`config.mk`:
```
export PLATFORM = sky130hd
export DESIGN_NAME = pwm_link_bank
export DESIGN_NICKNAME = d
export VERILOG_FILES = /design/src/rtl/pwm_link_pkg.sv /design/src/rtl/pwm_link_decode.sv /design/src/rtl/pwm_chan.sv /design/src/rtl/pwm_link_bank.sv
export SDC_FILE = /design/constraint.sdc
export NUM_CORES = 1
export LEC_CHECK = 0
export BUFFER_PORTS_ARGS = -buffer_cell sky130_fd_sc_hd__buf_2
export CORE_MARGIN = 8
export CORE_UTILIZATION = 58
export CTS_CLUSTER_SIZE = 14
export DETAILED_ROUTE_END_ITERATION = 8
export PLACE_DENSITY_LB_ADDON = 0.12
export SLEW_MARGIN = 20
export SYNTH_ARGS = -nofsm -noshare
export SYNTH_HDL_FRONTEND = slang
export SYNTH_HIERARCHICAL = 1
export SYNTH_SLANG_ARGS = --single-unit
export TNS_END_PERCENT = 5
```
`constraint.sdc`:
```
create_clock -name clk -period 2.1 [get_ports clk]
set_input_delay 0.21 -clock clk [delete_from_list [all_inputs] [get_ports clk]]
set_output_delay 0.21 -clock clk [all_outputs]
set_load 0.005 [all_outputs]
```
`src/rtl/pwm_link_pkg.sv`:
```
package pwm_link_pkg;

  localparam int NREG = 5;   // period + compare A..D
  localparam int LW   = 4;   // link field width

  typedef enum logic [2:0] {
    SEL_PRD  = 3'd0,
    SEL_CA   = 3'd1,
    SEL_CB   = 3'd2,
    SEL_CC   = 3'd3,
    SEL_CD   = 3'd4,
    SEL_LNK0 = 3'd5,
    SEL_LNK1 = 3'd6,
    SEL_NONE = 3'd7
  } reg_sel_e;

  // A link field is live when it names another, existing channel.
  function automatic logic link_live(logic [LW-1:0] fld, int unsigned self, int unsigned nch);
    return (32'(fld) != self) && (32'(fld) < nch);
  endfunction

endpackage

```
`src/rtl/pwm_link_decode.sv`:
```
module pwm_link_decode
  import pwm_link_pkg::*;
#(
  parameter int NCH = 4,
  parameter int IDX = 0,
  parameter int CHW = 2,
  parameter int DW  = 16
) (
  input  logic                 clk,
  input  logic                 rst_n,
  input  logic                 bus_we,
  input  logic [CHW-1:0]       bus_ch,
  input  logic [2:0]           bus_reg,
  input  logic [DW-1:0]        bus_wdata,
  output logic [NREG-1:0]      shd_we,
  output logic [15:0]          lnk_word0,
  output logic [15:0]          lnk_word1
);

  logic [LW-1:0] fld [NREG];
  logic          own_sel;
  logic          lnk0_wr;
  logic          lnk1_wr;

  assign own_sel = (32'(bus_ch) == IDX);
  assign lnk0_wr = bus_we && own_sel && (bus_reg == SEL_LNK0);
  assign lnk1_wr = bus_we && own_sel && (bus_reg == SEL_LNK1);

  always_ff @(posedge clk or negedge rst_n) begin
    if (!rst_n) begin
      for (int r = 0; r < NREG; r++) fld[r] <= LW'(IDX);
    end else begin
      if (lnk0_wr) begin
        fld[0] <= bus_wdata[3:0];
        fld[1] <= bus_wdata[7:4];
        fld[2] <= bus_wdata[11:8];
        fld[3] <= bus_wdata[15:12];
      end
      if (lnk1_wr) fld[4] <= bus_wdata[3:0];
    end
  end

  // One-level fan-in: own write, or write aimed at the channel our field names.
  for (genvar r = 0; r < NREG; r++) begin : g_we
    logic live;
    assign live      = link_live(fld[r], IDX, NCH);
    assign shd_we[r] = bus_we && (bus_reg == 3'(r)) &&
                       (own_sel || (live && (32'(bus_ch) == 32'(fld[r]))));
  end

  assign lnk_word0 = {fld[3], fld[2], fld[1], fld[0]};
  assign lnk_word1 = {12'd0, fld[4]};

  // link words change only through a write to this channel
  a_r3_link_hold: assert property (@(posedge clk) disable iff (!rst_n)
    !lnk0_wr |=> $stable(lnk_word0));

  // select 7 never raises a shadow write enable
  a_r13_sel7_quiet: assert property (@(posedge clk) disable iff (!rst_n)
    (bus_reg == SEL_NONE) |-> (shd_we == '0));

endmodule

```
`src/rtl/pwm_chan.sv`:
```
module pwm_chan
  import pwm_link_pkg::*;
#(
  parameter int DW      = 16,
  parameter int PRD_RST = 9
) (
  input  logic                     clk,
  input  logic                     rst_n,
  input  logic [NREG-1:0]          shd_we,
  input  logic [DW-1:0]            wdata,
  input  logic                     sync_in,
  output logic [NREG-1:0][DW-1:0]  shd_o,
  output logic                     pwm
);

  logic [NREG-1:0][DW-1:0] shd;
  logic [NREG-1:0][DW-1:0] act;
  logic [DW-1:0]           cnt;
  logic                    period_end;
  logic                    load_evt;

  function automatic logic [DW-1:0] next_count(logic [DW-1:0] c, logic ld);
    return ld ? '0 : c + 1'b1;
  endfunction

  function automatic logic level(logic [DW-1:0] c, logic [DW-1:0] cmp);
    return c < cmp;
  endfunction

  assign period_end = (cnt == act[SEL_PRD]);
  assign load_evt   = sync_in || period_end;

  always_ff @(posedge clk or negedge rst_n) begin
    if (!rst_n) begin
      for (int r = 0; r < NREG; r++) begin
        shd[r] <= (r == 0) ? DW'(PRD_RST) : '0;
        act[r] <= (r == 0) ? DW'(PRD_RST) : '0;
      end
      cnt <= '0;
    end else begin
      for (int r = 0; r < NREG; r++) begin
        if (shd_we[r]) shd[r] <= wdata;
        if (load_evt)  act[r] <= shd[r];
      end
      cnt <= next_count(cnt, load_evt);
    end
  end

  assign shd_o = shd;
  assign pwm   = level(cnt, act[SEL_CA]);

  // a load copies the pre-edge shadow, never the word written alongside
  a_r9_load_copies: assert property (@(posedge clk) disable iff (!rst_n)
    load_evt |=> (act == $past(shd)));

  // no load, no change in the active set
  a_r9_act_hold: assert property (@(posedge clk) disable iff (!rst_n)
    !load_evt |=> $stable(act));

  // counter stays within the active period
  a_r7_cnt_bound: assert property (@(posedge clk) disable iff (!rst_n)
    cnt <= act[SEL_PRD]);

  // sync returns the counter to zero
  a_r10_sync_zero: assert property (@(posedge clk) disable iff (!rst_n)
    sync_in |=> (cnt == '0));

  // an enabled shadow write stores the bus word
  a_r2_shadow_write: assert property (@(posedge clk) disable iff (!rst_n)
    shd_we[0] |=> (shd[0] == $past(wdata)));

endmodule

```
`src/rtl/pwm_link_bank.sv`:
```
module pwm_link_bank
  import pwm_link_pkg::*;
#(
  parameter int NCH     = 4,
  parameter int DW      = 16,
  parameter int PRD_RST = 9,
  localparam int CHW    = (NCH > 1) ? $clog2(NCH) : 1
) (
  input  logic             clk,
  input  logic             rst_n,
  input  logic             bus_we,
  input  logic [CHW-1:0]   bus_ch,
  input  logic [2:0]       bus_reg,
  input  logic [DW-1:0]    bus_wdata,
  output logic [DW-1:0]    bus_rdata,
  input  logic             sync_in,
  output logic [NCH-1:0]   pwm_out
);

  logic [NREG-1:0][DW-1:0] shd_all  [NCH];
  logic [15:0]             lnk0_all [NCH];
  logic [15:0]             lnk1_all [NCH];

  for (genvar c = 0; c < NCH; c++) begin : g_ch
    logic [NREG-1:0] we_c;

    pwm_link_decode #(.NCH(NCH), .IDX(c), .CHW(CHW), .DW(DW)) u_dec (
      .clk       (clk),
      .rst_n     (rst_n),
      .bus_we    (bus_we),
      .bus_ch    (bus_ch),
      .bus_reg   (bus_reg),
      .bus_wdata (bus_wdata),
      .shd_we    (we_c),
      .lnk_word0 (lnk0_all[c]),
      .lnk_word1 (lnk1_all[c])
    );

    pwm_chan #(.DW(DW), .PRD_RST(PRD_RST)) u_chan (
      .clk     (clk),
      .rst_n   (rst_n),
      .shd_we  (we_c),
      .wdata   (bus_wdata),
      .sync_in (sync_in),
      .shd_o   (shd_all[c]),
      .pwm     (pwm_out[c])
    );
  end

  always_comb begin
    bus_rdata = '0;
    for (int c = 0; c < NCH; c++) begin
      if (32'(bus_ch) == c) begin
        case (bus_reg)
          SEL_PRD:  bus_rdata = shd_all[c][0];
          SEL_CA:   bus_rdata = shd_all[c][1];
          SEL_CB:   bus_rdata = shd_all[c][2];
          SEL_CC:   bus_rdata = shd_all[c][3];
          SEL_CD:   bus_rdata = shd_all[c][4];
          SEL_LNK0: bus_rdata = DW'(lnk0_all[c]);
          SEL_LNK1: bus_rdata = DW'(lnk1_all[c]);
          default:  bus_rdata = '0;
        endcase
      end
    end
  end

  // the unused select always reads zero
  a_r13_read_zero: assert property (@(posedge clk) disable iff (!rst_n)
    (bus_reg == SEL_NONE) |-> (bus_rdata == '0));

endmodule

```
==> results of run 1 <==
cells in the final DEF, fill, tap and decap left out, types with 20 or more instances in the layout:
cell       count
conb_1        48
mux2_2       557
nor3_1        26
xor2_1        76
mux2_4        35
mux2i_1       50
dfstp_2       36
clkbuf_8      22
dfrtp_1      547
and2_1        56
a22oi_1       43
nand3_1       37
buf_12        36
nor2_1        78
xnor2_1       32
a21oi_1       49
nand2_1       36
buf_2         39
o21ai_0       53
inv_1         68
buf_4        255
clkbuf_16     69
ha_1          52
nand2b_1      20
critical path, stage by stage (launching register included):
cell	delay, ns
dfrtp_1	0.38
mux2_4	0.27
a22oi_2	0.11
nor2_1	0.07
a2111oi_2	0.37
buf_4	0.21
nor3b_1	0.05
buf_4	0.14
buf_2	0.12
synthesized netlist by cell type (23+ instances only):
| master | number | area [um2] |
|---|---|---|
| mux2_2 | 559 | 6290 |
| dfrtp_1 | 556 | 13900 |
| nor2_1 | 81 | 304 |
| o21ai_0 | 81 | 405 |
| xor2_1 | 76 | 666 |
| inv_1 | 73 | 274 |
| buf_4 | 67 | 503 |
| ha_1 | 64 | 801 |
| a21oi_1 | 56 | 280 |
| and2_1 | 56 | 350 |
| mux2i_1 | 53 | 531 |
| a22oi_1 | 51 | 383 |
| clkbuf_1 | 51 | 191 |
| buf_2 | 42 | 210 |
| nand3_1 | 37 | 185 |
| dfstp_2 | 36 | 946 |
| nand2_1 | 36 | 135 |
| mux2_4 | 33 | 495 |
| xnor2_1 | 32 | 280 |
| nor3_1 | 27 | 135 |
| buf_6 | 23 | 259 |
path summary, 6_finish.rpt:
| path | end | slack (ns) | cells after the start |
|---|---|---|---|
| setup / recovery | bus_rdata[9] | -0.42 | 8 |
| hold / removal | g_ch[0].u_chan/act[24] | 0.10 | 2 |
| max in group asynchronous | g_ch[2].u_chan/act[3] | 1.13 | 4 |
| hold reg to reg | g_ch[0].u_chan/act[26] | 0.50 | 1 |
| setup reg to reg | g_ch[0].u_chan/act[13] | -0.02 | 8 |
| min in group clk | g_ch[1].u_dec/lnk_word0[12] | 0.31 | 2 |
routing by layer:
metal | share of wire | routed length (um) | global-route usage | up-vias
met1 | 0.44 | 38700 | 0.406 | 11200
met3 | 0.068 | 5940 | 0.0629 | 154
met5 | 0 | 0 | 0 | -
met4 | 0.026 | 2260 | 0.0804 | 0
li1 | - | - | - | 9476
met2 | 0.46 | 40500 | 0.452 | 689
kinds of logic (layout without fill, tap and decap cells):
family,Yosys count,in the layout,share of synthesized area
AND/OR/NAND/NOR,402,402,0.0791
XOR/XNOR,108,108,0.0308
AO/OA/AOI/OAI,391,391,0.0906
flip-flops,592,592,0.483
other,4,50,0.000488
buffers and inverters,269,530,0.0492
multiplexers,650,650,0.241
adder cells (fa/ha/maj),64,64,0.0260
final cells by class:
class,count,area (um2)
multi-input cells,1663,15300
inverters,74,278
fillers,3745,16000
well taps,688,861
clock inverters,20,196
repair buffers,337,2910
clock buffers,99,2060
flip-flops and latches,592,14900
diodes,2,5.00
metrics by stage:
step	worst slack [ns]	TNS, ns	hold slack [ns]
2_1_floorplan	-0.0932	-1.49	-0.0856
3_3_place_gp	-0.867	-14.26	0.111
3_5_place_dp	-0.925	-17.77	0.112
4_1_cts	-0.429	-7.04	0.0779
5_1_grt	-0.498	-9.87	0.0976
6_report	-0.421	-6.69	0.101
state kept, by name, summed over array words and instances, names as in the netlist:
register / cells
g_ch.u_chan/act: 128
g_ch.u_chan/cnt: 64
g_ch.u_chan/shd_o: 320
g_ch.u_dec/lnk_word0: 64
g_ch.u_dec/lnk_word1: 16
power groups by stage:
| stage | registers (mW) | clock network (mW) | logic, mW |
|---|---|---|---|
| 3_5_place_dp | 17.0 | 0 | 7.60 |
| 6_report | 16.9 | 11.9 | 8.13 |
| 2_1_floorplan | 16.0 | 0 | 5.43 |
| 3_3_place_gp | 16.9 | 0 | 7.33 |
| 4_1_cts | 16.8 | 12.1 | 7.98 |
| 5_1_grt | 17.2 | 12.5 | 8.82 |
what timing repair did:
action | 4_1_cts | 5_1_grt
endpoints found under the setup margin | 20 | 74
pin swaps | 23 | 19
hold buffers | 1 | 0
endpoints found under the hold margin | 434 | 0
buffers inserted | 6 | 13
gates resized for setup | 110 | 42
==> results.md, run 1 <==
- Clock Path Buffers: 3
- Hold Path Class: input pin to async pin
- Die Area: just over 60000 um2
- Ys async rst share: 1.00
- FF-to-FF Start: g_ch[0].u_chan/cnt[6]
- Layout Cells excl Fill: 3475
- Placed Cells: around 3300
- PwrDens: slightly above 1000 nW/um2
- DR iter-0 viols: ~1900
- Tot Pwr: roughly 37 mW
- Worst slew margin: 0.355
- Core area: between 50000 and 60000 um2
- Flops & latches, synth: 592
- Share of post-route cells with drive strength above 1: 0.445
- Max-cap check violation count: 0
- Vias in the first global route: 22400
- Ys Warns: 6
- Area after DPL: roughly 33000 um2
- H-tree depth: 3
- Largest net degree at the start of global routing: between 80 and 90
- Clock power share: 0.322
- Setup Viol. Count Final: 24
- Post-synthesis sequential area ratio: 0.483
- P_leak: about 16 nW
- Combinational Power Share: 0.220
- Clk_lat worst skew: around 0.6 ns
- Crit path arrival time: about 2.3 ns
- Post-synthesis average cell area: roughly 12 um2
- Number of flops mapped to enable cells by yosys: 0
- CP Launch Point: g_ch[0].u_chan/shd_o[73]
- Peak supply drop: approximately 0.00071 V
- I/O Buffers: 44
- Clk_skew: approximately 0.016 ns
- Tmin final: ~2.5 ns
- DR vias/cell: between 6 and 7
- CTS Buf Count: 66
- Sw frac: 0.291
- CTS Sinks: approximately 590
- Routed length per instance: 25.2 um
- Total track usage: 0.289
- Root Driver: clkbuf_16
- Status: finished with violations
- Vias: about 22000
- Fmax: ~400 MHz
- Utilization after layout: 0.696
- Initial Utilization: 0.586
- # rows: between 80 and 90
- Layout area overhead: 18.6%
- Internal Power: 26.1 mW
- GPL Wtd Cong: ~0.95
- Synth Flop Type: dfrtp_1
- First-pass GRT wire length: 136000 um
- Final instance area: approximately 36000 um2
- Setup crit end kind: output port
- P_sw: 10.7 mW
- Die H: roughly 250 um
- Grt ovf: 0
- CTS clk-pin slew, worst paths: around 0.060 ns
- Unrepaired setup endpoints after global routing: true
- Final ANT Viol Nets: 0
- Worst EP required: 1.89 ns
- WS Path Type: flop to output port
- Fin worst setup slack: -0.421 ns
- CTS tree: yes
- Max Slew Vio Count: 0
- Post-Syn Area: 30800 um2
- Final Hold Vio Count: 0
- Nets: around 2800
- Die width: approximately 250 um
- Failing checks: setup timing
- Routed WL: just under 90000 um
- Worst Path Max Fanout: 2
- Total iterations of the first detailed-routing run: 5
- Synth Instances: ~2500
- Crit share post-route: 1.20
- # DRC: 0
- Detailed Place HPWL: 60200 um
- Least-Margin Pin Slew: around 0.97 ns
- Initial antenna violation count: 1
- Startpoint Class: flop
- Ports: 45
- Sequential power share: 0.457
- Distinct cells, synth: 85
Note: power is estimated with default switching activity, not from simulation.
==> run 2, diff against run 1 <==
--- a/config.mk
+++ b/config.mk
@@ -11,7 +11,7 @@
 export CTS_CLUSTER_SIZE = 14
 export DETAILED_ROUTE_END_ITERATION = 8
 export PLACE_DENSITY_LB_ADDON = 0.12
-export SLEW_MARGIN = 20
+export SETUP_SLACK_MARGIN = 0.3
 export SYNTH_ARGS = -nofsm -noshare
 export SYNTH_HDL_FRONTEND = slang
 export SYNTH_HIERARCHICAL = 1
==> run 2 against run 1 <==
The flow still finishes with violations (setup timing). Non-clock buffer count is 34 higher. Largest cell class unchanged. Via count increased by 2.4%. First-iteration DRC count is 2.4% higher. Routed wire length grew 4.2%. Flip-flop and latch count unchanged. Die area is the same. Clock power about the same.
==> results.md, run 2 (synthesis gave the netlist of run 1 again) <==
- Most frequent cells in the layout: dfrtp_1, mux2_4, mux2_2
- PwrDens: 1000 nW/um2 (-0.68%)
- DR vias/cell: 6.29 (+1.5%)
- Area after DPL: 33400 um2 (about the same)
- Clk_skew: 0.0136 ns (-0.00275 ns)
- Commonest non-fill, non-tap cell in the layout: dfrtp_1
- Clock Path Buffers: 3 (unchanged)
- Final Hold Vio Count: 0 (unchanged)
- Hold Path Class: input pin to async pin
- Status: finished with violations
- Setup Viol. Count Final: 30 (+25%)
- Die H: 246 um (unchanged)
- Slowest-stage cell, CP: dfrtp_1
- # DRC: 0 (unchanged)
- Total track usage: 0.296 (+0.00648)
- Routed length per instance: 26.0 um (+3.2%)
- Routed WL: 91000 um (+4.2%)
- P_leak: 17.7 nW (+7.8%)
- I/O Buffers: 44 (unchanged)
- Max reg flops: 320 (unchanged)
- Critical Path, Cell by Cell: mux2_4, a221o_1, a221o_1, o31ai_4, nor4_2, buf_2
- Share of post-route cells with drive strength above 1: 0.508 (+0.0635)
- Grt ovf: 0 (unchanged)
- Worst EP required: 1.89 ns (about the same)
- Unrepaired setup endpoints after global routing: true
- Worst path max stage delay: 0.42 ns (+0.04 ns)
- Tmin final: 2.55 ns (+0.0271 ns)
- Crit share post-route: 1.21 (+0.0129)
- Worst Path Max Fanout: 2 (unchanged)
- Hold WS: 0.0841 ns (-0.0168 ns)
- Clk_lat worst skew: 0.61 ns (about the same)
- Failing checks: setup timing
- Final instance area: 39100 um2 (+7.0%)
- Most used cell, CP: a221o_1
- Max-cap check violation count: 0 (unchanged)
- Die width: 246 um (unchanged)
- Total iterations of the first detailed-routing run: 6 (+1)
- CTS clk-pin slew, worst paths: 0.06 ns (about the same)
- Ports: 45 (unchanged)
- Nets: 2857 (+1.2%)
- # rows: 84 (unchanged)
- Crit path arrival time: 2.34 ns (+0.03 ns)
- Utilization after layout: 0.745 (+0.0489)
- CTS tree: yes
- Core area: 52400 um2 (unchanged)
- Least-Margin Pin Slew: 0.930 ns (-0.0379 ns)
- Layout area overhead: 27.0%
- Final TNS setup: -6.67 ns (+0.0249 ns)
- CTS Buf Count: 66 (unchanged)
- Root Driver: clkbuf_16
- Setup crit end kind: output port
- Pre-CTS setup slack: -0.663 ns (+0.262 ns)
- DR iter-0 viols: 1949 (+2.4%)
- Filler cells: 3317 (-11%)
- Fmax: 392 MHz (-1.1%)
- CTS Sinks: 592 (unchanged)
- Initial Utilization: 0.586 (unchanged)
- GPL Wtd Cong: 0.953 (about the same)
- Die Area: 60600 um2 (unchanged)
- Max Slew Vio Count: 0 (unchanged)
- Final ANT Viol Nets: 0 (unchanged)
- H-tree depth: 3 (unchanged)
- Vias: 22100 (+2.4%)
- Peak supply drop: 0.000729 V (+2.1%)
- Startpoint Class: flop
- First-pass GRT wire length: 139000 um (+2.5%)
- Largest net degree at the start of global routing: 106 (+25%)
- WS Path Type: flop to output port
- Vias in the first global route: 22900 (+2.4%)
- Detailed Place HPWL: 59800 um (-0.74%)
- Initial antenna violation count: 1 (unchanged)
- Worst slew margin: 0.380 (+0.0252)
- Fin worst setup slack: -0.448 ns (-0.0271 ns)
[run 2: worst paths after layout]
check                                                  from  cells after the start  slack [ns]                     endpoint
worst max-delay path             g_ch[0].u_dec/lnk_word0[2]                      6       -0.45                 bus_rdata[2]
worst min-delay path                                  rst_n                      2        0.08     g_ch[0].u_chan/shd_o[59]
worst max register to register  g_ch[0].u_dec/lnk_word0[10]                      6       -0.04     g_ch[0].u_chan/shd_o[36]
worst min register to register        g_ch[0].u_chan/cnt[0]                      1        0.51        g_ch[0].u_chan/cnt[0]
max in group asynchronous                             rst_n                      3        1.09        g_ch[1].u_chan/cnt[2]
min in group clk                              bus_wdata[12]                      2        0.33  g_ch[3].u_dec/lnk_word0[12]
[run 2: routing by layer]
metal | up-vias | share of wire | global-route usage
li1 | 9522 | - | -
met1 | 11500 | 0.44 | 0.415
met2 | 774 | 0.46 | 0.462
met3 | 221 | 0.068 | 0.0569
met4 | 2 | 0.035 | 0.0947
met5 | - | 0.00016 | 0
[run 2: worst max-delay path: cells and delay by family (launching register included)]
kind / cells / cell delay [ns]
AOI/OAI and AO/OA: 3 / 0.80
muxes: 1 / 0.27
DFF: 1 / 0.42
and+or+nand+nor: 1 / 0.10
buffers and inverters: 1 / 0.14
[run 2: layout make-up]
class	instances	area, um2	area share
multi-input combinational	1663	17400	0.446
sequential	592	14900	0.381
timing repair buffer	371	3340	0.0855
clock buffer	97	2010	0.0516
tap	688	861	0.0220
inverter	74	278	0.00711
clock inverter	22	250	0.00641
antenna	1	2.50	0.0000641
[run 2: metrics by stage]
stage	power [mW]	instances
3_3_place_gp	24.2	3335
5_1_grt	40.8	3507
2_1_floorplan	21.4	2524
3_5_place_dp	24.6	3335
6_report	39.2	3508
4_1_cts	38.2	3486
[run 2: what timing repair did]
action | CTS | global route
endpoints found under the setup margin | 414 | 492
endpoints found under the hold margin | 439 | 0
pin swaps | 93 | 91
resized for setup | 407 | 293
hold buffers | 1 | 0
setup buffers | 31 | 21
[run 2: power breakdown]
part	switching [mW]	internal, mW	total [mW]
clock network	4.71	7.27	12.0
logic	4.16	5.90	10.1
registers	2.66	14.5	17.2
total	11.5	27.7	39.2
